### src/rtl/sdf_pkg.sv
package sdf_pkg;
  localparam int SYM_W   = 5;
  localparam int NIB_W   = 4;
  localparam int NUM_SYM = 1 << NIB_W;
  typedef logic [SYM_W-1:0] sym_t;
  typedef logic [NIB_W-1:0] nib_t;
endpackage

### src/rtl/sdf_nrzi_dec.sv
module sdf_nrzi_dec (
  input  logic clk_i,
  input  logic rst_ni,
  input  logic en_i,
  input  logic line_i,
  output logic bit_o
);
  logic prev_q;

  always_ff @(posedge clk_i or negedge rst_ni) begin
    if (!rst_ni)   prev_q <= 1'b0;
    else if (en_i) prev_q <= line_i;
  end

  assign bit_o = line_i ^ prev_q;
endmodule

### src/rtl/sdf_sym_align.sv
module sdf_sym_align import sdf_pkg::*; #(
  parameter sym_t ESC_SYM = 5'b00010
) (
  input  logic clk_i,
  input  logic rst_ni,
  input  logic bit_en_i,
  input  logic bit_i,
  input  logic bad_i,
  output sym_t sym_o,
  output logic sym_vld_o
);
  localparam int CW = $clog2(SYM_W);
  localparam logic [CW-1:0] LAST = CW'(SYM_W - 1);

  sym_t          sr_q, sym_q, win;
  logic [CW-1:0] cnt_q;
  logic          vld_q, locked_q, slip_q;
  logic          force_aln, skip;

  assign win       = {sr_q[SYM_W-2:0], bit_i};
  assign force_aln = bit_en_i && !locked_q && (win == ESC_SYM);
  assign skip      = slip_q || bad_i;

  always_ff @(posedge clk_i or negedge rst_ni) begin
    if (!rst_ni) begin
      sr_q     <= '0;
      sym_q    <= '0;
      cnt_q    <= '0;
      vld_q    <= 1'b0;
      locked_q <= 1'b0;
      slip_q   <= 1'b0;
    end else begin
      vld_q <= 1'b0;
      if (vld_q) locked_q <= !bad_i;
      if (bad_i) slip_q <= 1'b1;
      if (bit_en_i) begin
        sr_q <= win;
        if (force_aln) begin
          cnt_q    <= '0;
          sym_q    <= win;
          vld_q    <= 1'b1;
          locked_q <= 1'b1;
          slip_q   <= 1'b0;
        end else if (skip) begin
          slip_q <= 1'b0;          // drop this bit from the count: one-bit slip
        end else if (cnt_q == LAST) begin
          cnt_q <= '0;
          sym_q <= win;
          vld_q <= 1'b1;
        end else begin
          cnt_q <= cnt_q + 1'b1;
        end
      end
    end
  end

  assign sym_o     = sym_q;
  assign sym_vld_o = vld_q;
endmodule

### src/rtl/sdf_sym_decode.sv
module sdf_sym_decode import sdf_pkg::*; #(
  parameter logic [NUM_SYM*SYM_W-1:0] SYM_TABLE = '0,
  parameter sym_t                     ESC_SYM   = 5'b00010
) (
  input  sym_t sym_i,
  input  logic vld_i,
  output nib_t nib_o,
  output logic esc_o,
  output logic bad_o
);
  logic [NUM_SYM-1:0] hit;

  for (genvar g = 0; g < NUM_SYM; g++) begin : g_cmp
    assign hit[g] = (sym_i == SYM_TABLE[g*SYM_W +: SYM_W]);
  end

  always_comb begin
    nib_o = '0;
    for (int i = 0; i < NUM_SYM; i++)
      if (hit[i]) nib_o = NIB_W'(i);
  end

  assign esc_o = (sym_i == ESC_SYM);
  assign bad_o = vld_i && !(|hit) && !esc_o;
endmodule

### src/rtl/sdf_cell_ctl.sv
module sdf_cell_ctl import sdf_pkg::*; #(
  parameter int   CELL_BYTES = 53,
  parameter nib_t MARK_NIB   = 4'h8,
  parameter nib_t SOC_NIB    = 4'h4
) (
  input  logic       clk_i,
  input  logic       rst_ni,
  input  logic       vld_i,
  input  nib_t       nib_i,
  input  logic       esc_i,
  input  logic       bad_i,
  output logic [7:0] byte_o,
  output logic       byte_vld_o,
  output logic       sof_o,
  output logic       marker_n_o
);
  localparam int BCW = $clog2(CELL_BYTES + 1);
  localparam logic [BCW-1:0] LAST = BCW'(CELL_BYTES - 1);

  logic [BCW-1:0] bcnt_q;
  nib_t           hi_q;
  logic           hi_have_q, esc_seen_q, in_cell_q;
  logic [7:0]     byte_q;
  logic           bvld_q, sof_q, mark_n_q;

  always_ff @(posedge clk_i or negedge rst_ni) begin
    if (!rst_ni) begin
      bcnt_q     <= '0;
      hi_q       <= '0;
      hi_have_q  <= 1'b0;
      esc_seen_q <= 1'b0;
      in_cell_q  <= 1'b0;
      byte_q     <= '0;
      bvld_q     <= 1'b0;
      sof_q      <= 1'b0;
      mark_n_q   <= 1'b1;
    end else begin
      bvld_q   <= 1'b0;
      sof_q    <= 1'b0;
      mark_n_q <= 1'b1;
      if (vld_i) begin
        if (bad_i) begin
          esc_seen_q <= 1'b0;
          hi_have_q  <= 1'b0;
        end else if (esc_seen_q) begin
          esc_seen_q <= 1'b0;
          if (esc_i || nib_i == SOC_NIB) begin
            in_cell_q <= 1'b1;
            bcnt_q    <= '0;
            hi_have_q <= 1'b0;
          end else if (nib_i == MARK_NIB) begin
            mark_n_q <= 1'b0;
          end
        end else if (esc_i) begin
          esc_seen_q <= 1'b1;
          in_cell_q  <= 1'b0;
          hi_have_q  <= 1'b0;
        end else if (in_cell_q) begin
          if (!hi_have_q) begin
            hi_q      <= nib_i;
            hi_have_q <= 1'b1;
          end else begin
            hi_have_q <= 1'b0;
            byte_q    <= {hi_q, nib_i};
            bvld_q    <= 1'b1;
            sof_q     <= (bcnt_q == '0);
            bcnt_q    <= bcnt_q + 1'b1;
            if (bcnt_q == LAST) in_cell_q <= 1'b0;
          end
        end
      end
    end
  end

  assign byte_o     = byte_q;
  assign byte_vld_o = bvld_q;
  assign sof_o      = sof_q;
  assign marker_n_o = mark_n_q;
endmodule

### src/rtl/ser_cell_deframer.sv
module ser_cell_deframer import sdf_pkg::*; #(
  parameter logic [NUM_SYM*SYM_W-1:0] SYM_TABLE = {
    5'b11101, 5'b11100, 5'b11011, 5'b11010, 5'b10111, 5'b10110, 5'b10011, 5'b10010,
    5'b01111, 5'b01110, 5'b01011, 5'b01010, 5'b10101, 5'b10100, 5'b01001, 5'b11110},
  parameter sym_t ESC_SYM    = 5'b00010,
  parameter int   CELL_BYTES = 53,
  parameter nib_t MARK_NIB   = 4'h8,
  parameter nib_t SOC_NIB    = 4'h4
) (
  input  logic       clk_i,
  input  logic       rst_ni,
  input  logic       bit_en_i,
  input  logic       line_i,
  output logic [7:0] byte_o,
  output logic       byte_vld_o,
  output logic       sof_o,
  output logic       marker_n_o,
  output logic       bad_sym_o
);
  logic dbit, sym_vld, esc, bad;
  sym_t sym;
  nib_t nib;

  sdf_nrzi_dec u_nrzi (
    .clk_i(clk_i), .rst_ni(rst_ni), .en_i(bit_en_i), .line_i(line_i), .bit_o(dbit)
  );

  sdf_sym_align #(.ESC_SYM(ESC_SYM)) u_align (
    .clk_i(clk_i), .rst_ni(rst_ni), .bit_en_i(bit_en_i), .bit_i(dbit),
    .bad_i(bad), .sym_o(sym), .sym_vld_o(sym_vld)
  );

  sdf_sym_decode #(.SYM_TABLE(SYM_TABLE), .ESC_SYM(ESC_SYM)) u_dec (
    .sym_i(sym), .vld_i(sym_vld), .nib_o(nib), .esc_o(esc), .bad_o(bad)
  );

  sdf_cell_ctl #(.CELL_BYTES(CELL_BYTES), .MARK_NIB(MARK_NIB), .SOC_NIB(SOC_NIB)) u_cell (
    .clk_i(clk_i), .rst_ni(rst_ni), .vld_i(sym_vld), .nib_i(nib), .esc_i(esc), .bad_i(bad),
    .byte_o(byte_o), .byte_vld_o(byte_vld_o), .sof_o(sof_o), .marker_n_o(marker_n_o)
  );

  assign bad_sym_o = bad;
endmodule

### config.mk
export PLATFORM = sky130hd
export DESIGN_NAME = ser_cell_deframer
export DESIGN_NICKNAME = d
export VERILOG_FILES = /design/src/rtl/sdf_pkg.sv /design/src/rtl/sdf_nrzi_dec.sv /design/src/rtl/sdf_sym_align.sv /design/src/rtl/sdf_sym_decode.sv /design/src/rtl/sdf_cell_ctl.sv /design/src/rtl/ser_cell_deframer.sv
export SDC_FILE = /design/constraint.sdc
export NUM_CORES = 1
export LEC_CHECK = 0
export CAP_MARGIN = 10
export CORE_MARGIN = 2
export CORE_UTILIZATION = 42
export CTS_CLUSTER_DIAMETER = 150
export DETAILED_ROUTE_END_ITERATION = 16
export SLEW_MARGIN = 20
export SYNTH_ARGS = -nofsm -noshare
export SYNTH_HDL_FRONTEND = slang
export SYNTH_SLANG_ARGS = --single-unit
### constraint.sdc
create_clock -name clk_i -period 1.98 [get_ports clk_i]
set_input_delay 0.396 -clock clk_i [delete_from_list [all_inputs] [get_ports clk_i]]
set_output_delay 0.396 -clock clk_i [all_outputs]
set_load 0.02 [all_outputs]
==> run_results.csv, run 1 <==
group,metric,value,unit
timing,finalHoldViolations,0,
critical_path,cp_slowest_stage_delay,0.43,ns
synthesis,synth.avg_cell_area,9.764,um2
critical_path,r2r_end,"u_cell.byte_o[4]$_DFFE_PN0P_",
critical_path,worst-endpoint-arrival,1.47,ns
critical_path,cp-end-kind,"primary output",
drt,wl_per_cell,12.57,um
timing,worst_slack,0.1185,ns
timing,setup_viol,0,
layout,fill_cells,458,
timing,finalMaxSlewViolations,0,
outcome,outcome,"finished clean",
clocking,cts.clk_slew.worst_paths,0.07,ns
synthesis,synthCells,214,
drt,num_vias,1611,
clocking,clock_latency,0.29,ns
layout,multiInputGateArea,955.9,um2
critical_path,crit_chain,"or2_2 -> nand3_1 -> o211a_1 -> buf_2",
placement,io_buffer_count,15,
die,die-area,0.005555,mm2
layout,post-route-util,0.5374,
global_routing,antenna_found_initial,0,
critical_path,rr_worst_depth,6,
die,start_util,0.4395,
timing,max_freq,537.2,MHz
synthesis,syn_nets,222,
clocking,cts.htree.levels,2,
critical_path,crit_type,"register to primary output",
synthesis,ys_ff_latch,40,
drt,drt_first_iter_violations,46,
power_and_ir_drop,ir_drop,0.0006578,V
global_routing,grt_start_max_net_pins,22,
clocking,numCtsBuffers,5,
synthesis,synthDistinctLibCells,48,
die,num_io_pins,16,
critical_path,reg2reg_slack,0.14,ns
drt,drcViolationCount,0,
timing,worst_pin_slew,0.4777,ns
critical_path,cp_max_fo,6,
layout,layout-drive-gt1-share,0.1912,
synthesis,synth_area,0.002090,mm2
power_and_ir_drop,finalPower,2576,uW
placement,pre_cts_ws,-0.02303,ns
drt,dr.pass1.iters,4,
clocking,cts_tree,"yes",
synthesis,async_flop_share,1.000,
min_path,hp-class,"input port to asynchronous set/reset pin",
die,die_w,74.54,um
timing,slew_headroom,0.6815,
clocking,clock_path_buffers,2,
die,rows,25,
die,coreArea,0.004755,mm2
drt,via_per_inst,5.066,
synthesis,yosysWarnings,0,
layout,final-seq-area,0.001002,mm2
critical_path,crit_required,1.58,ns
layout,nets,258,
critical_path,regToRegStartpoint,"u_align.sym_o[1]$_DFFE_PN0P_",
die,die_h,74.54,um
layout,antenna_cells,0,
critical_path,startpoint_type,"register",
power_and_ir_drop,powerDensity,1008,mW/mm2
global_routing,grt_usage,0.1658,
global_routing,grt_pass1_vias,1597,
timing,skew,0.005343,ns
timing,period_share,0.9401,
timing,rsz0062_at_grt,"no",
clocking,cts.sinks,40,
placement,place_hpwl,2.992,mm
clocking,cts-root-buf,"clkbuf_8",
drt,postRouteAntennaNets,0,
synthesis,ys_seq_area_frac,0.4796,
timing,layout_min_cycle_time,1.861,ns
synthesis,synth_flop_cell,"dfrtp_1",
global_routing,grt_first_pass_wirelength,7.079,mm
layout,areaGrowthSynthToFinish,22.28,%
global_routing,grt-ovfl-total,0,
drt,routed_wl,3.998,mm
critical_path,crit_path_top_delay_cell,"dfrtp_1",
placement,place_congestion,0.7763,
power_and_ir_drop,p_leak,0.001181,uW
synthesis,synth_edf_count,0,
run,maxCapViolCount,0,
timing,fin_hold_ws,0.05562,ns
Yosys cell counts (2+ instances only):
cell type,count,share of area
mux2i_1,10,0.048
o21ai_0,19,0.046
xnor2_1,4,0.017
o221ai_1,2,0.0084
clkbuf_1,5,0.0090
nand4_1,3,0.0090
nand3_1,7,0.017
buf_2,6,0.014
a21oi_1,7,0.017
or2_2,4,0.012
nand2_1,25,0.045
inv_1,18,0.032
o21a_1,2,0.0072
dfrtp_1,39,0.47
a2bb2oi_1,4,0.017
nand2b_1,2,0.0060
nor3_1,5,0.012
a211oi_1,2,0.0072
nor3b_1,2,0.0072
o22ai_1,4,0.012
ha_1,4,0.024
a21boi_0,4,0.014
and3b_1,2,0.0084
mux2_2,3,0.016
nor4_1,2,0.0060
nor2_1,7,0.013
per-stage QoR:
| stage | cell area [um2] | setup TNS [ns] | cells |
|---|---|---|---|
| floorplan | 2090 | 0 | 214 |
| global placement | 2470 | -0.003258 | 310 |
| detailed placement | 2470 | -0.02303 | 310 |
| CTS | 2555 | 0 | 318 |
| global route | 2555 | 0 | 318 |
| finish | 2555 | 0 | 318 |
placed cells by master (no fill, tap or decap), types with 2 or more instances in the layout:
| cell type | instances |
|---|---|
| a2bb2oi_1 | 4 |
| a211oi_1 | 2 |
| o22ai_1 | 4 |
| a21boi_0 | 4 |
| nand4_1 | 3 |
| clkbuf_8 | 6 |
| nor4_1 | 2 |
| buf_2 | 2 |
| o221ai_1 | 2 |
| a21oi_1 | 7 |
| ha_1 | 4 |
| dfrtp_1 | 39 |
| nor2_1 | 7 |
| nor3b_1 | 2 |
| clkdlybuf4s50_1 | 13 |
| nand2_1 | 25 |
| mux2_2 | 3 |
| nand2b_1 | 2 |
| mux2i_1 | 10 |
| buf_4 | 26 |
| clkbuf_1 | 2 |
| o21a_1 | 2 |
| or2_2 | 4 |
| xnor2_1 | 4 |
| inv_1 | 18 |
| o21ai_0 | 18 |
| nand3_1 | 7 |
| and3b_1 | 2 |
| nor3_1 | 5 |
area by class of cell:
class / instances / area share
Timing Repair Buffer: 42 / 0.1391
Sequential cell: 40 / 0.3923
Multi-Input combinational cell: 143 / 0.3741
Clock buffer: 8 / 0.03526
Tap cell: 67 / 0.03281
Inverter: 18 / 0.02644
routing by layer:
| metal | global-route usage | wire [um] |
|---|---|---|
| met1 | 0.2046 | 1907 |
| met3 | 0.04607 | 143 |
| met5 | 0 | 0 |
| met2 | 0.2812 | 1909 |
| met4 | 0.05357 | 38 |
logic make-up after synthesis:
family / after synthesis / synth area share
mux: 15 / 0.07664
flops: 40 / 0.4796
xor+xnor: 5 / 0.02096
fa+ha+maj: 4 / 0.02395
simple gates: 67 / 0.1707
buf+inv: 31 / 0.06287
compound gates: 52 / 0.1653
registers in the layout, indices dropped and copies added, names as in the netlist, 3 cells and up:
register	flops
u_align.cnt_q	3
u_align.sym_o	5
u_cell.byte_o	8
u_cell.hi_q	4
u_cell.bcnt_q	6
u_align.sr_q	4
worst max-delay path, delay by kind of cell, from the launching register on:
kind                   cells  cell delay (ns)
flip-flops                 1             0.43
buffers and inverters      1             0.17
AO/OA/AOI/OAI              1             0.17
AND/OR/NAND/NOR            2             0.41
worst max path at each step:
stage	startpoint	end	slack, ns
floorplan	u_align.sym_o[2]$_DFFE_PN0P_	u_align.sym_o[1]$_DFFE_PN0P_	0.28
global placement	u_align.sym_o[2]$_DFFE_PN0P_	bad_sym_o	-0.003
detailed placement	u_align.sym_o[2]$_DFFE_PN0P_	bad_sym_o	-0.02
CTS	u_align.sym_o[2]$_DFFE_PN0P_	bad_sym_o	0.1
global route	u_align.sym_o[2]$_DFFE_PN0P_	u_cell.bcnt_q[1]$_DFFE_PN0P_	0.03
finish	u_align.sym_o[2]$_DFFE_PN0P_	bad_sym_o	0.12
report_power, final:
| part | switching [uW] | internal [uW] |
|---|---|---|
| clock network | 264 | 284 |
| logic | 516 | 466 |
| registers | 113 | 933 |
what timing repair did:
action	4_1_cts	5_1_grt
pin swaps	0	0
gates resized for setup	4	1
setup endpoints to repair	1	4
setup buffers	0	0
hold buffers	0	0
cloned	0	0
No activity file was read; power rests on OpenSTA's default activity.
==> inputs of run 2 (changes only) <==
CORE_MARGIN = not set   (was 2)
==> run 2 against run 1 <==
Global-route usage is 0.61 points higher. Combinational power is 2% higher. Sequential power barely moved. Critical path type unchanged. Highest routed layer unchanged.
==> run_results.csv, run 2 (synthesis gave the netlist of run 1 again) <==
group,metric,value,unit
layout,antenna_cells,0,
die,rows,25,
drt,num_vias,1615,
placement,place_congestion,0.7414,
timing,setup_viol,0,
power_and_ir_drop,p_leak,0.001191,uW
timing,finalMaxSlewViolations,0,
critical_path,rr_worst_depth,5,
critical_path,worst-endpoint-arrival,1.47,ns
clocking,cts.htree.levels,2,
power_and_ir_drop,ir_drop,0.0007154,V
timing,max_freq,535.6,MHz
layout,finalNonFillerCells,319,
drt,wl_per_cell,12.64,um
layout,layout-drive-gt1-share,0.2024,
global_routing,grt_usage,0.1718,
critical_path,r2r_end,"u_cell.in_cell_q$_DFFE_PN0P_",
clocking,clock_path_buffers,2,
critical_path,worstSetupStartpoint,"u_align.sym_o[2]$_DFFE_PN0P_",
critical_path,startpoint_type,"register",
power_and_ir_drop,powerDensity,1018,mW/mm2
critical_path,regToRegStartpoint,"u_align.sym_o[2]$_DFFE_PN0P_",
critical_path,cp_max_fo,6,
clocking,hold_buffers,0,
drt,routed_wl,4.032,mm
critical_path,cp_slowest_stage_delay,0.44,ns
critical_path,reg2reg_slack,0.15,ns
power_and_ir_drop,finalPower,2611,uW
critical_path,crit_buf_inv,1,
layout,fill_cells,460,
clocking,cts.repair.resized,4,
global_routing,antenna_found_initial,0,
clocking,clock_latency,0.29,ns
placement,pre_cts_ws,-0.02063,ns
global_routing,grt_pass1_vias,1533,
drt,dr.pass1.iters,4,
critical_path,cp_top_family,"flip-flops",
die,num_io_pins,16,
placement,place_hpwl,3.003,mm
timing,finalHoldViolations,0,
layout,final_cell_mix,"dfrtp_1 (39), buf_4 (27), nand2_1 (25)",
timing,period_share,0.9430,
critical_path,crit_chain,"or2_2 -> nand3_1 -> o211a_1 -> buf_2",
timing,rsz0062_at_grt,"no",
run,maxCapViolCount,0,
layout,areaGrowthSynthToFinish,22.75,%
drt,via_per_inst,5.063,
layout,final_common_cell,"dfrtp_1",
placement,io_buffer_count,15,
layout,multiInputGateArea,955.9,um2
die,die_h,72.54,um
layout,final-seq-area,0.001002,mm2
die,die_w,72.54,um
min_path,hp-class,"input port to asynchronous set/reset pin",
global_routing,grt_first_pass_wirelength,6.927,mm
drt,postRouteAntennaNets,0,
clocking,cts.sinks,40,
critical_path,crit_path_top_delay_cell,"dfrtp_1",
critical_path,cp-end-kind,"primary output",
layout,largest_reg_flops,8,
critical_path,cp.depth,4,
timing,worst_slack,0.1130,ns
clocking,cts.clk_slew.worst_paths,0.07,ns
die,coreArea,0.004755,mm2
timing,layout_min_cycle_time,1.867,ns
die,start_util,0.4395,
critical_path,cp-endpoint,"bad_sym_o",
global_routing,grt-ovfl-total,0,
drt,drcViolationCount,0,
drt,drt_first_iter_violations,91,
clocking,numCtsBuffers,5,
die,die-area,0.005261,mm2
timing,slew_headroom,0.6795,
critical_path,crit_type,"register to primary output",
outcome,outcome,"finished clean",
layout,post-route-util,0.5395,
timing,fin_hold_ws,0.05528,ns
global_routing,grt_start_max_net_pins,22,
clocking,cts_tree,"yes",
timing,worst_pin_slew,0.4808,ns
critical_path,crit_required,1.58,ns
clocking,cts-root-buf,"clkbuf_8",
layout,nets,259,
timing,skew,0.005969,ns
clocking,cts_setup_buffers,0,
placement,dp_cells,311,
==> run 2: through the flow <==
| step | TNS (ns) | area, um2 |
|---|---|---|
| after detailed placement | -0.02063 | 2477 |
| after CTS | 0 | 2565 |
| after global placement | -0.009737 | 2477 |
| after floorplan | 0 | 2090 |
| final | 0 | 2565 |
| after global routing | 0 | 2565 |
==> run 2: where the power goes <==
part / leakage, uW / total [uW] / internal (uW) / switching, uW
sequential: 0.000527 / 1060 / 933 / 129
clock: 0.0000510 / 551 / 278 / 273
combinational: 0.000614 / 998 / 489 / 509
==> run 2: cell type report <==
class	instances	share of cell area
tap	67	0.03268
multi-input combinational	143	0.3727
clock buffer	6	0.03220
sequential	40	0.3907
inverter	18	0.02634
timing repair buffer	43	0.1415
clock inverter	2	0.003902
==> run 2: layer usage <==
metal  global-route usage  wire length, um  share of wire
met2               0.2887             1943           0.48
met5                    0                0              0
met4              0.05882               53          0.013
met1               0.2167             1914           0.47
met3              0.04167              122          0.030
==> run 2: worst min-delay path by stage <==
stage | from | cells after the start | slack (ns) | to
floorplan | rst_ni | 0 | 0.10 | u_align.cnt_q[0]$_DFFE_PN0P_
global placement | rst_ni | 1 | 0.38 | u_cell.bcnt_q[0]$_DFFE_PN0P_
detailed placement | rst_ni | 1 | 0.38 | u_cell.bcnt_q[0]$_DFFE_PN0P_
CTS | rst_ni | 1 | 0.07 | u_cell.bcnt_q[0]$_DFFE_PN0P_
global route | rst_ni | 1 | 0.1 | u_cell.bcnt_q[1]$_DFFE_PN0P_
finish | rst_ni | 1 | 0.06 | u_cell.bcnt_q[1]$_DFFE_PN0P_
==> inputs of run 3 (changes only) <==
CTS_BUF_LIST = sky130_fd_sc_hd__clkbuf_4 sky130_fd_sc_hd__clkbuf_8 sky130_fd_sc_hd__clkbuf_16   (was not set)
==> results of run 3 <==
No change in the layout: final DEF, timing and power equal those of run 2.
